$ cat config.mk
export PLATFORM = sky130hd
export DESIGN_NAME = ata_irq_ctl
export DESIGN_NICKNAME = d
export VERILOG_FILES = /design/src/rtl/ata_irq_ctl.sv
export SDC_FILE = /design/constraint.sdc
export NUM_CORES = 1
export LEC_CHECK = 0
export ABC_AREA = 1
export BUFFER_PORTS_ARGS = -buffer_cell sky130_fd_sc_hd__buf_2
export CORE_ASPECT_RATIO = 1.25
export CORE_MARGIN = 10
export CORE_UTILIZATION = 30
export CTS_BUF_LIST = sky130_fd_sc_hd__clkbuf_8
export DETAILED_ROUTE_END_ITERATION = 7
export GPL_TIMING_DRIVEN = 1
export MAX_ROUTING_LAYER = met4
export PLACE_DENSITY = 0.62
export SYNTH_ARGS = -nofsm -noshare
export SYNTH_HDL_FRONTEND = slang
export SYNTH_SLANG_ARGS = --single-unit
$ cat constraint.sdc
create_clock -name clk -period 2.7 [get_ports clk]
set_input_delay 0.27 -clock clk [delete_from_list [all_inputs] [get_ports clk]]
set_output_delay 0.27 -clock clk [all_outputs]
set_load 0.05 [all_outputs]
$ cat src/rtl/ata_irq_ctl.sv
module ata_irq_ctl #(
  parameter int SRST_CYCLES = 20,
  parameter int FRST_CYCLES = 12,
  parameter logic [7:0] RST_MASK = 8'hFA
) (
  input  logic        clk,
  input  logic        rst_n,
  input  logic        reg_wr_en,
  input  logic        reg_sel,
  input  logic [15:0] reg_wdata,
  output logic [15:0] reg_rdata,
  input  logic [7:0]  event_in,
  input  logic        dma_stat_wr,
  input  logic [7:0]  dma_stat_wdata,
  input  logic        cable_40,
  output logic        irq_out,
  output logic        soft_rst_out,
  output logic        fifo_rst_out
);
  localparam int SW = $clog2(SRST_CYCLES + 1);
  localparam int FW = $clog2(FRST_CYCLES + 1);
  localparam logic [7:0] DMA_CLR_BITS = 8'h03;

  logic [7:0]    status_q, mask_q;
  logic [SW-1:0] srst_cnt;
  logic [FW-1:0] frst_cnt;

  wire int_wr  = reg_wr_en && !reg_sel;
  wire sys_wr  = reg_wr_en && reg_sel;
  wire dma_clr = dma_stat_wr && dma_stat_wdata[2];

  assign soft_rst_out = srst_cnt != '0;
  assign fifo_rst_out = frst_cnt != '0;

  wire [7:0] w1c_bits = int_wr ? reg_wdata[7:0] : 8'h00;
  wire [7:0] dma_bits = dma_clr ? DMA_CLR_BITS : 8'h00;

  always_ff @(posedge clk or negedge rst_n) begin
    if (!rst_n) begin
      status_q <= '0;
      mask_q   <= RST_MASK;
      irq_out  <= 1'b0;
    end else begin
      irq_out <= |(status_q & ~mask_q);
      if (soft_rst_out) begin
        status_q <= '0;
        mask_q   <= '0;
      end else begin
        status_q <= (status_q & ~w1c_bits & ~dma_bits) | event_in;
        if (dma_clr)     mask_q <= '0;
        else if (int_wr) mask_q <= reg_wdata[15:8];
      end
    end
  end

  always_ff @(posedge clk or negedge rst_n) begin
    if (!rst_n) begin
      srst_cnt <= '0;
      frst_cnt <= '0;
    end else begin
      if (sys_wr && reg_wdata[15]) srst_cnt <= SW'(SRST_CYCLES);
      else if (soft_rst_out)       srst_cnt <= srst_cnt - 1'b1;
      if (sys_wr && reg_wdata[14]) frst_cnt <= FW'(FRST_CYCLES);
      else if (fifo_rst_out)       frst_cnt <= frst_cnt - 1'b1;
    end
  end

  assign reg_rdata = reg_sel ? {soft_rst_out, fifo_rst_out, cable_40, 13'b0}
                             : {mask_q, status_q};
endmodule

==> results of run 1 <==
## power by group through the flow
stage	sequential (µW)	clock, µW	combinational (µW)
after detailed placement	548	0	473
after floorplan	549	0	359
final	541	321	467
after global routing	555	348	547
after CTS	542	334	472
after global placement	546	0	461
## cells in the final DEF (no fill, tap or decap)
master / n
xnor2_1: 2
nand3_2: 2
inv_1: 32
a21oi_2: 1
nand3b_1: 1
bufinv_16: 1
ha_1: 3
o21ai_0: 9
clkbuf_8: 3
nand3_1: 28
nor2_1: 36
buf_2: 49
nor2_4: 1
nand2_1: 40
a21oi_1: 7
dfstp_2: 6
dfrtp_1: 20
buf_4: 1
nand2_2: 1
inv_2: 1
## registers in the layout (all words and copies together), names as in the netlist
signal and count:
srst_cnt 5, frst_cnt 4, status_q 8, irq_out 1, mask_q 8
## cells by family (layout without fill, tap and decap cells)
logic type               after synthesis  after routing  synth area share [%]
AO/OA/AOI/OAI                         17             17                 6.105
buffers and inverters                 40             87                 12.55
adder cells (fa/ha/maj)                3              3                 2.580
AND/OR/NAND/NOR                      109            109                 32.33
XOR/XNOR                               2              2                 1.204
flip-flops                            26             26                 45.23
## metrics by stage
stage	setup WS (ns)	cells	hold slack (ns)	util (%)	power, µW
2_1_floorplan	0.5552	197	-0.02559	-	907.8
3_3_place_gp	1.085	300	0.3154	36.46	1007
3_5_place_dp	1.086	300	0.3070	36.46	1021
4_1_cts	0.8526	304	0.005028	37.96	1348
5_1_grt	0.7308	304	0.01925	37.96	1451
6_report	0.8712	304	-0.004775	37.96	1329
## final cells by class
class | count | area share (%)
clock inverters | 1 | 1.672
repair buffers | 50 | 14.08
well taps | 60 | 4.181
clock buffers | 3 | 2.300
multi-input cells | 131 | 34.22
flip-flops and latches | 26 | 36.66
inverters | 33 | 6.899
## routing by layer
metal  track usage [%]  routed length (µm)  vias to the layer above
li1                  -                   -                      695
met1             11.10                1575                      601
met2             17.64                1955                       25
met3             1.560                 189                        2
met4             4.068                  29                        0
met5                 -                   0                        -
## path summary, 6_finish.rpt
| kind | slack, ns | start | end |
|---|---|---|---|
| max | 0.87 | srst_cnt[0]$_DFFE_PN0P_ | reg_rdata[15] |
| min | -0.005 | rst_n | status_q[1]$_DFF_PN0_ |
| max reg2reg | 1.44 | srst_cnt[0]$_DFFE_PN0P_ | mask_q[0]$_DFFE_PN0P_ |
| min reg2reg | 0.51 | srst_cnt[0]$_DFFE_PN0P_ | srst_cnt[0]$_DFFE_PN0P_ |
| max in group asynchronous | 2.32 | rst_n | status_q[6]$_DFF_PN0_ |
| min in group clk | 0.21 | event_in[7] | status_q[7]$_DFF_PN0_ |
==> metrics.md, run 1 <==
| Metric | Value |
|---|---|
| CTS clock-pin slew for the worst setup and hold paths | 0.09 ns |
| Final Max Slew Viols | 0 |
| WP data arrival | 1.56 ns |
| Dominant cells by area after synthesis | dfrtp_1 34%, dfstp_2 11%, nand2_1 10% |
| Critical path's top delay family | buffers and inverters |
| Failing checks | negative hold slack |
| Worst Setup End Kind | primary output |
| CP Buf/Inv Count | 2 |
| CP max FO | 5 |
| Yosys top cell area share | 34.39% |
| Slowest CP cell | dfrtp_1 |
| Syn Area/Cell | 7.387 µm² |
| TritonCTS clock tree | done |
| Longest Clk Path Bufs | 2 |
| P&R area growth vs syn | 23.39% |
| Net switching power figure | 483.0 µW |
| Setup CP Type | reg2out |
| Io pins | 57 |
| Drt first-iter violations | 57 |
| Area leader, netlist | dfrtp_1 |
| Vias per cell | 4.352 |
| Inserted Diodes | 0 |
| CTS resizes | 0 |
| Final wirelength | 3750 µm |
| R2R cell count | 6 |
| Clock power frac | 24.2% |
| Sw Ratio | 36.34% |
| Area post-placement | 1724 µm² |
| Fill cells | 526 |
| Hold Vio Cnt, Final | 11 |
| Count leader, synth | nand2_1 |
| Worst vdd ir | 0.3989 mV |
| Netlist cell types | 21 |
| Power share of the combinational group | 35.1% |
| Synth Cell Area | 1455 µm² |
| Number of global-route vias before repair | 1443 |
| Post-synth top cells | 40 x nand2_1, 36 x nor2_1, 32 x inv_1, 28 x nand3_1, 20 x dfrtp_1 |
| Slew HR | 60.10% |
| Worst-Margin Slew | 0.5985 ns |
| DRT Pass-1 Iters | 4 |
| Post-synth net total | 238 |
| HPWL after detailed placement | 2959 µm |
| Hold Slack | -0.004775 ns |
| CP cell instances | inv_1 -> ha_1 -> nand2_1 -> nor2_4 -> o21ai_0 -> buf_2 |
| Fin Setup TNS | 0 ns |
| Total number of vias | 1323 |
| Startpoint types | flop |
| Setup Buffers After CTS | 0 |
| Final setup vio count | 0 |
| Power Density | 740.3 nW/µm² |
| Async S/R FF share, synth | 100.0% |
| Synthesized flop and latch total | 26 |
| Initial cell density of the core | 30.77% |
| Post-route cell area | 1795 µm² |
| Clk_skew | 0.001092 ns |
| Core footprint | 4730 µm² |
| Crit-path max cell delay | 0.35 ns |
| EDFF count, synth | 0 |
| GRT overflow | 0 |
| Core Rows | 28 |
| Die width | 82.29 µm |
| Run status | finished, violations left |
| Routability cong. | 0.7393 |
| Layout cells sized above 1 | 27.05% |
| Clk Tree Root Cell | clkbuf_8 |
| Hold_buf cts | 0 |
| Int Power | 846.1 µW |
| Initial antenna violation count | 0 |
| Clk Latency, worst-skew pair | 0.27 ns |
| Routed WL per cell | 12.34 µm |
| Min-delay worst type | in2async |
| Die area | 8053 µm² |
| Sequential Power Share | 40.7% |
| First-pass GRT wire length | 6479 µm |
| Global-route usage over all layers | 10.20% |
| Syn Inst Count | 197 |
| ANT nets after route | 0 |
| # DRC | 0 |
| Leakage | 0.0009301 µW |
| Post-synthesis sequential area ratio | 45.23% |
| Reg area | 658.1 µm² |
| Largest net degree at the start of global routing | 27 |
| Final min period | 1.829 ns |
| # port buffers | 49 |
| Setup repair after global routing missed its margin | no |
| H-tree depth | 1 |
| # clock sinks | 26 |
| CP required | 2.43 ns |
| Period utilisation layout | 67.73% |
| Final net count | 286 |
| Die Y | 97.87 µm |
| Fmax | 0.5468 GHz |
| Stages on the worst setup path | 6 |
| TritonCTS buffer count | 3 |
| Prevailing post-synth register cell | dfrtp_1 |
| Yosys warns | 0 |
| Max Cap Viol | 0 |
| Area occupied by multi-input gates | 614.3 µm² |
Power figures use the tool's default switching activity.
==> inputs of run 2 (changes only) <==
ABC_AREA = 0   (was 1)
PLACE_DENSITY = 0.65   (was 0.62)
clock period = 1.6 ns   (was 2.7 ns; I/O delays follow)
==> run 2 against run 1 <==
The flow finishes with violations (negative setup slack). Flip-flop and latch count unchanged. Global-route usage down 0.091 points. Final area up 6.4%. Critical path depth down 1. Critical path type unchanged. Critical endpoint unchanged. Largest power group is now combinational cells.
==> metrics.md, run 2 <==
| Metric | Value |
|---|---|
| Run status | finished, violations left |
| Failing checks | negative setup slack |
| HPWL after detailed placement | 2803 µm |
| Vias per cell | 4.623 |
| H-tree depth | 1 |
| P&R area growth vs syn | 42.58% |
| WP data arrival | 1.46 ns |
| # clock sinks | 26 |
| Leakage | 0.0009006 µW |
| Synthesized flop and latch total | 26 |
| R2R cell count | 8 |
| First-pass GRT wire length | 6127 µm |
| CP required | 1.44 ns |
| Drt first-iter violations | 32 |
| Initial cell density of the core | 30.75% |
| CP max FO | 3 |
| Core footprint | 4358 µm² |
| Clk Latency, worst-skew pair | 0.26 ns |
| Die width | 79.78 µm |
| Net switching power figure | 917.7 µW |
| Final min period | 1.616 ns |
| Reg2reg end | srst_cnt[0]$_DFFE_PN0P_ |
| Total number of vias | 1239 |
| Dominant cells by area after synthesis | dfrtp_1 37%, dfstp_2 12%, a21oi_1 6.7% |
| Global-route usage over all layers | 10.10% |
| CTS clock-pin slew for the worst setup and hold paths | 0.08 ns |
| Slew HR | 61.56% |
| CP cell instances | inv_2 -> ha_4 -> nor4b_4 -> a21oi_2 -> buf_6 |
| Int Power | 1541 µW |
| Area leader, netlist | dfrtp_1 |
| Worst-Margin Slew | 0.5765 ns |
| Startpoint types | flop |
| Worst Min Path Start | reg_wdata[12] |
| TritonCTS buffer count | 3 |
| Hold Vio Cnt, Final | 0 |
| Worst Setup End Kind | primary output |
| Routed WL per cell | 14.22 µm |
| Routability cong. | 0.7205 |
| Post-synth top cells | 23 x nand2_1, 20 x dfrtp_1, 18 x a21oi_1, 15 x inv_1, 15 x nor2_1 |
| Setup repair after global routing missed its margin | yes |
| Final wirelength | 3810 µm |
| Worst Setup EP | reg_rdata[15] |
| Fmax | 0.6189 GHz |
| # port buffers | 49 |
| Netlist cell types | 37 |
| Yosys top cell area share | 37.35% |
| Clock power frac | 14.6% |
| Power share of the combinational group | 46.9% |
| Synth Cell Area | 1340 µm² |
| Core Rows | 27 |
| Final Max Slew Viols | 0 |
| Inserted Diodes | 0 |
| Io pins | 57 |
| Final setup vio count | 1 |
| Clk Tree Root Cell | clkbuf_8 |
| Min-delay worst type | in2reg |
| Syn Area/Cell | 9.054 µm² |
| Slowest CP cell | dfrtp_1 |
| Worst Setup SP | srst_cnt[0]$_DFFE_PN0P_ |
| Count leader, synth | nand2_1 |
| Worst r2r src | srst_cnt[0]$_DFFE_PN0P_ |
| DRT Pass-1 Iters | 4 |
| Largest registers | mask_q: 8 flops, status_q: 8 flops, srst_cnt: 5 flops |
| Longest Clk Path Bufs | 2 |
| Post-placement setup slack | 0.05442 ns |
| Yosys warns | 0 |
| Max Cap Viol | 0 |
| Fin Setup TNS | -0.01588 ns |
| Die area | 7557 µm² |
| Sw Ratio | 37.33% |
| R2R setup slack | 0.08 ns |
| Post-synthesis sequential area ratio | 49.11% |
| Clk_skew | 0.004892 ns |
| Most common cell after layout, fill and taps aside | buf_2 |
| Largest net degree at the start of global routing | 27 |
| GRT overflow | 0 |
| TritonCTS clock tree | done |
| Initial antenna violation count | 0 |
| ANT nets after route | 0 |
| Final net count | 252 |
| Post-synth net total | 189 |
| Die Y | 94.73 µm |
| Layout cells sized above 1 | 45.71% |
| Sequential Power Share | 38.4% |
| Async S/R FF share, synth | 100.0% |
| Most frequent cells in the layout | 45 x buf_2, 23 x nand2_1, 20 x dfrtp_1 |
| Worst vdd ir | 0.4001 mV |
| Number of global-route vias before repair | 1291 |
| Prevailing post-synth register cell | dfrtp_1 |
| Setup WS post-layout | -0.01588 ns |
| Hold Slack | 0.08817 ns |
| Power Density | 1287 nW/µm² |
| Setup CP Type | reg2out |
| # DRC | 0 |
| EDFF count, synth | 0 |
| Period utilisation layout | 101.0% |
| Crit-path max cell delay | 0.40 ns |
| Syn Inst Count | 148 |
## run 2: cell types whose count changed after synthesis, moves of 8 or more
cell     delta
nand3_1    -27
inv_1      -17
nand2_1    -17
a21oi_1    +11
nor2_1     -21
o21ai_0     -8
## run 2: worst min-delay path by stage
| stage | end | slack, ns | cells past startpoint |
|---|---|---|---|
| after floorplan | frst_cnt[0]$_DFFE_PN0P_ | -0.14 | 0 |
| after global placement | mask_q[0]$_DFFE_PN0P_ | 0.20 | 1 |
| after detailed placement | status_q[0]$_DFF_PN0_ | 0.19 | 1 |
| after CTS | mask_q[4]$_DFFE_PN1P_ | 0.08 | 3 |
| after global routing | mask_q[4]$_DFFE_PN1P_ | 0.08 | 3 |
| final | mask_q[4]$_DFFE_PN1P_ | 0.09 | 3 |
## run 2: layout make-up
cell class	instances	area, µm²
clock buffer	3	41.29
tap	58	72.57
fill	437	2447
sequential	26	658.1
inverter	16	60.06
timing repair buffer	63	397.9
clock inverter	1	3.754
multi-input combinational	101	676.9
## run 2: per-stage QoR
stage          util, %  power (µW)  cell area (µm²)  instances
5_1_grt          43.84        2654             1911        268
4_1_cts          41.63        2378             1814        264
3_5_place_dp     37.87        1775             1650        252
6_report         43.84        2459             1911        268
2_1_floorplan        -        1556             1348        148
3_3_place_gp     37.87        1754             1650        252
## run 2: critical path: cells and delay by family, from the launching register on
family,cells,cell delay [ns]
AND/OR/NAND/NOR,1,0.28
adder cells (fa/ha/maj),1,0.13
AO/OA/AOI/OAI,1,0.12
flip-flops,1,0.40
buffers and inverters,2,0.26
## run 2: logic make-up (layout without fill, tap and decap cells)
| family | after synthesis | count (layout) | share of synthesized area [%] |
|---|---|---|---|
| AOI/OAI and AO/OA | 36 | 36 | 16.34 |
| and+or+nand+nor | 59 | 59 | 22.78 |
| DFF | 26 | 26 | 49.11 |
| buffers and inverters | 21 | 83 | 6.721 |
| xor gates and xnor gates | 1 | 1 | 0.6537 |
| adders and majority gates | 3 | 3 | 2.801 |
| muxes | 2 | 2 | 1.587 |
## run 2: layer usage
| layer | GRT usage, % | vias to the layer above | wire length (µm) |
|---|---|---|---|
| li1 | - | 613 | - |
| met1 | 12.43 | 587 | 1663 |
| met2 | 16.28 | 31 | 1910 |
| met3 | 1.616 | 8 | 159 |
| met4 | 3.676 | 0 | 76 |
| met5 | - | - | 0 |
## run 2: power groups by stage
stage / clock [µW] / combinational [µW] / sequential, µW
finish: 360 / 1150 / 945
global route: 408 / 1280 / 970
CTS: 382 / 1050 / 944
detailed placement: 0 / 826 / 949
global placement: 0 / 808 / 946
floorplan: 0 / 605 / 951
## run 2: repair_timing
action,in CTS,in global routing
setup endpoints to repair,4,13
gates cloned,0,0
hold buffers,1,0
pin swaps,3,1
gates resized for setup,18,13
buffers inserted,7,4
hold endpoints to repair,20,0
==> inputs of run 3 (changes only) <==
CAP_MARGIN = 20   (was not set)
CELL_PAD_IN_SITES_DETAIL_PLACEMENT = 0   (was not set)
CELL_PAD_IN_SITES_GLOBAL_PLACEMENT = 1   (was not set)
PLACE_DENSITY = 0.82   (was 0.65)
==> run 3 against run 2 <==
The flow still finishes with violations (negative setup slack). Clock power is 53% higher. Global-route usage is 0.24 points lower. Critical path depth is 1 higher. Sequential power is 0.4% higher. Worst setup slack worse by 0.030 ns. Final area is 0.39% lower. Die area stayed put. Cell count is 0.75% higher. Hold slack worse by 0.0088 ns.
==> metrics.md, run 3 (synthesis gave the netlist of run 2 again) <==
| Metric | Value |
|---|---|
| Stages on the worst setup path | 6 |
| First-pass GRT wire length | 5844 µm |
| Inserted Diodes | 0 |
| Min-delay worst type | in2reg |
| Power Density | 1356 nW/µm² |
| Slew HR | 61.12% |
| Clk Latency, worst-skew pair | 0.27 ns |
| Die Y | 94.73 µm |
| Die width | 79.78 µm |
| Layout cells sized above 1 | 43.40% |
| DRT Pass-1 Iters | 5 |
| Clock power frac | 21.3% |
| Worst vdd ir | 0.4401 mV |
| Final min period | 1.646 ns |
| TritonCTS clock tree | done |
| Worst-Margin Slew | 0.5832 ns |
| Final wirelength | 3703 µm |
| Sw Ratio | 35.39% |
| Initial antenna violation count | 0 |
| TritonCTS buffer count | 3 |
| Number of global-route vias before repair | 1271 |
| Setup repair after global routing missed its margin | yes |
| Final Max Slew Viols | 0 |
| Routability cong. | 0.8507 |
| Sequential Power Share | 36.8% |
| # clock sinks | 26 |
| Clk Tree Root Cell | clkbuf_8 |
| R2R cell count | 8 |
| Setup CP Type | reg2out |
| CTS clock-pin slew for the worst setup and hold paths | 0.10 ns |
| HPWL after detailed placement | 2795 µm |
| Leakage | 0.0009190 µW |
| Most frequent cells in the layout | 45 x buf_2, 23 x nand2_1, 20 x dfrtp_1 |
| WHS Endpoint | mask_q[3]$_DFFE_PN1P_ |
| Initial cell density of the core | 30.75% |
| Placed Cells | 254 |
| Global-route usage over all layers | 9.862% |
| Crit-path max cell delay | 0.40 ns |
| # DRC | 0 |
| Io pins | 57 |
| Final net count | 254 |
| Core Rows | 27 |
| Core footprint | 4358 µm² |
| Total number of vias | 1209 |
| Slowest CP cell | dfrtp_1 |
| GRT overflow | 0 |
| Clk_skew | 0.006970 ns |
| Hold Vio Cnt, Final | 0 |
| Worst Hold Depth | 3 |
| CP cell instances | inv_2 -> ha_4 -> nor4b_4 -> buf_4 -> a21oi_2 -> buf_6 |
| Drt first-iter violations | 54 |
| Period utilisation layout | 102.9% |
| Routed WL per cell | 13.71 µm |
| Hold Slack | 0.07937 ns |
| Failing checks | negative setup slack |
| Setup WS post-layout | -0.04612 ns |
| Run status | finished, violations left |
| Die area | 7557 µm² |
| Critical path's top delay family | buffers and inverters |
| Worst r2r src | srst_cnt[0]$_DFFE_PN0P_ |
| Reg2reg end | srst_cnt[0]$_DFFE_PN0P_ |
| Final setup vio count | 2 |
| R2R setup slack | 0.09 ns |
| Layout Cells excl Fill | 270 |
| CP Buf/Inv Count | 3 |
| # port buffers | 49 |
| Worst Min Path Start | reg_wdata[11] |
| Startpoint types | flop |
| Worst Setup End Kind | primary output |
| Fmax | 0.6075 GHz |
| Largest net degree at the start of global routing | 27 |
| P&R area growth vs syn | 42.02% |
| CP required | 1.44 ns |
| H-tree depth | 1 |
| Net switching power figure | 913.2 µW |
| WP data arrival | 1.49 ns |
| Max Cap Viol | 0 |
| Power share of the combinational group | 41.9% |
| Largest registers | mask_q: 8 flops, status_q: 8 flops, srst_cnt: 5 flops |
| Most common cell after layout, fill and taps aside | buf_2 |
| Int Power | 1667 µW |
| ANT nets after route | 0 |
| Vias per cell | 4.478 |
| CP max FO | 2 |
| Longest Clk Path Bufs | 2 |
-- run 3: changes by cell type in the layout (fill, tap and decap cells not counted), sizes merged --
cell    change
inv         -1
buf         +2
bufinv      +1
-- run 3: layout make-up --
| type | instances | area [µm²] |
|---|---|---|
| clock buffer | 3 | 41.29 |
| clock inverter | 1 | 30.03 |
| fill | 449 | 2455 |
| inverter | 16 | 65.06 |
| multi-input combinational | 101 | 639.4 |
| sequential | 26 | 658.1 |
| tap | 58 | 72.57 |
| timing repair buffer | 65 | 396.6 |
-- run 3: repair_timing --
action | in CTS | in global routing
setup buffers | 7 | 4
hold buffers | 1 | 0
endpoints found under the setup margin | 4 | 12
endpoints found under the hold margin | 20 | 0
pin swaps | 2 | 1
gates resized for setup | 17 | 6
-- run 3: worst max path at each step --
stage,start,endpoint,slack (ns)
5_1_grt,srst_cnt[0]$_DFFE_PN0P_,reg_rdata[15],-0.13
3_3_place_gp,srst_cnt[0]$_DFFE_PN0P_,soft_rst_out,0.15
2_1_floorplan,frst_cnt[0]$_DFFE_PN0P_,frst_cnt[0]$_DFFE_PN0P_,0.09
4_1_cts,srst_cnt[1]$_DFFE_PN0P_,reg_rdata[15],-0.03
6_report,srst_cnt[0]$_DFFE_PN0P_,reg_rdata[15],-0.05
3_5_place_dp,srst_cnt[0]$_DFFE_PN0P_,soft_rst_out,0.12
-- run 3: power by group through the flow --
| stage | Combinational [µW] | Clock, µW | Sequential, µW |
|---|---|---|---|
| 2_1_floorplan | 605 | 0 | 951 |
| 3_3_place_gp | 811 | 0 | 948 |
| 3_5_place_dp | 827 | 0 | 951 |
| 4_1_cts | 1010 | 565 | 945 |
| 5_1_grt | 1190 | 596 | 970 |
| 6_report | 1080 | 551 | 949 |
-- run 3: per-layer routing --
layer	up-vias	global-route usage, %	routed length [µm]
met5	-	-	0
met4	0	3.529	40
met3	4	3.802	294
met2	28	17.77	1955
met1	561	9.289	1412
li1	616	-	-
-- run 3: per-stage QoR --
| step | util [%] | total power, µW | setup slack (ns) | area, µm² | setup TNS [ns] |
|---|---|---|---|---|---|
| finish | 43.67 | 2581 | -0.04612 | 1903 | -0.07922 |
| global route | 43.67 | 2754 | -0.1265 | 1903 | -0.2848 |
| CTS | 42.35 | 2522 | -0.02772 | 1846 | -0.05364 |
| detailed placement | 38.21 | 1778 | 0.1206 | 1665 | 0 |
| global placement | 38.21 | 1759 | 0.1451 | 1665 | 0 |
| floorplan | - | 1556 | 0.08810 | 1348 | 0 |
-- run 3: worst reg2reg max path, stage by stage, from the launching register on --
cell     delay, ns
dfrtp_1       0.40
inv_2         0.08
ha_4          0.14
nor4b_4       0.21
buf_4         0.19
buf_4         0.15
buf_4         0.14
nor2_1        0.05
nor3_2        0.09
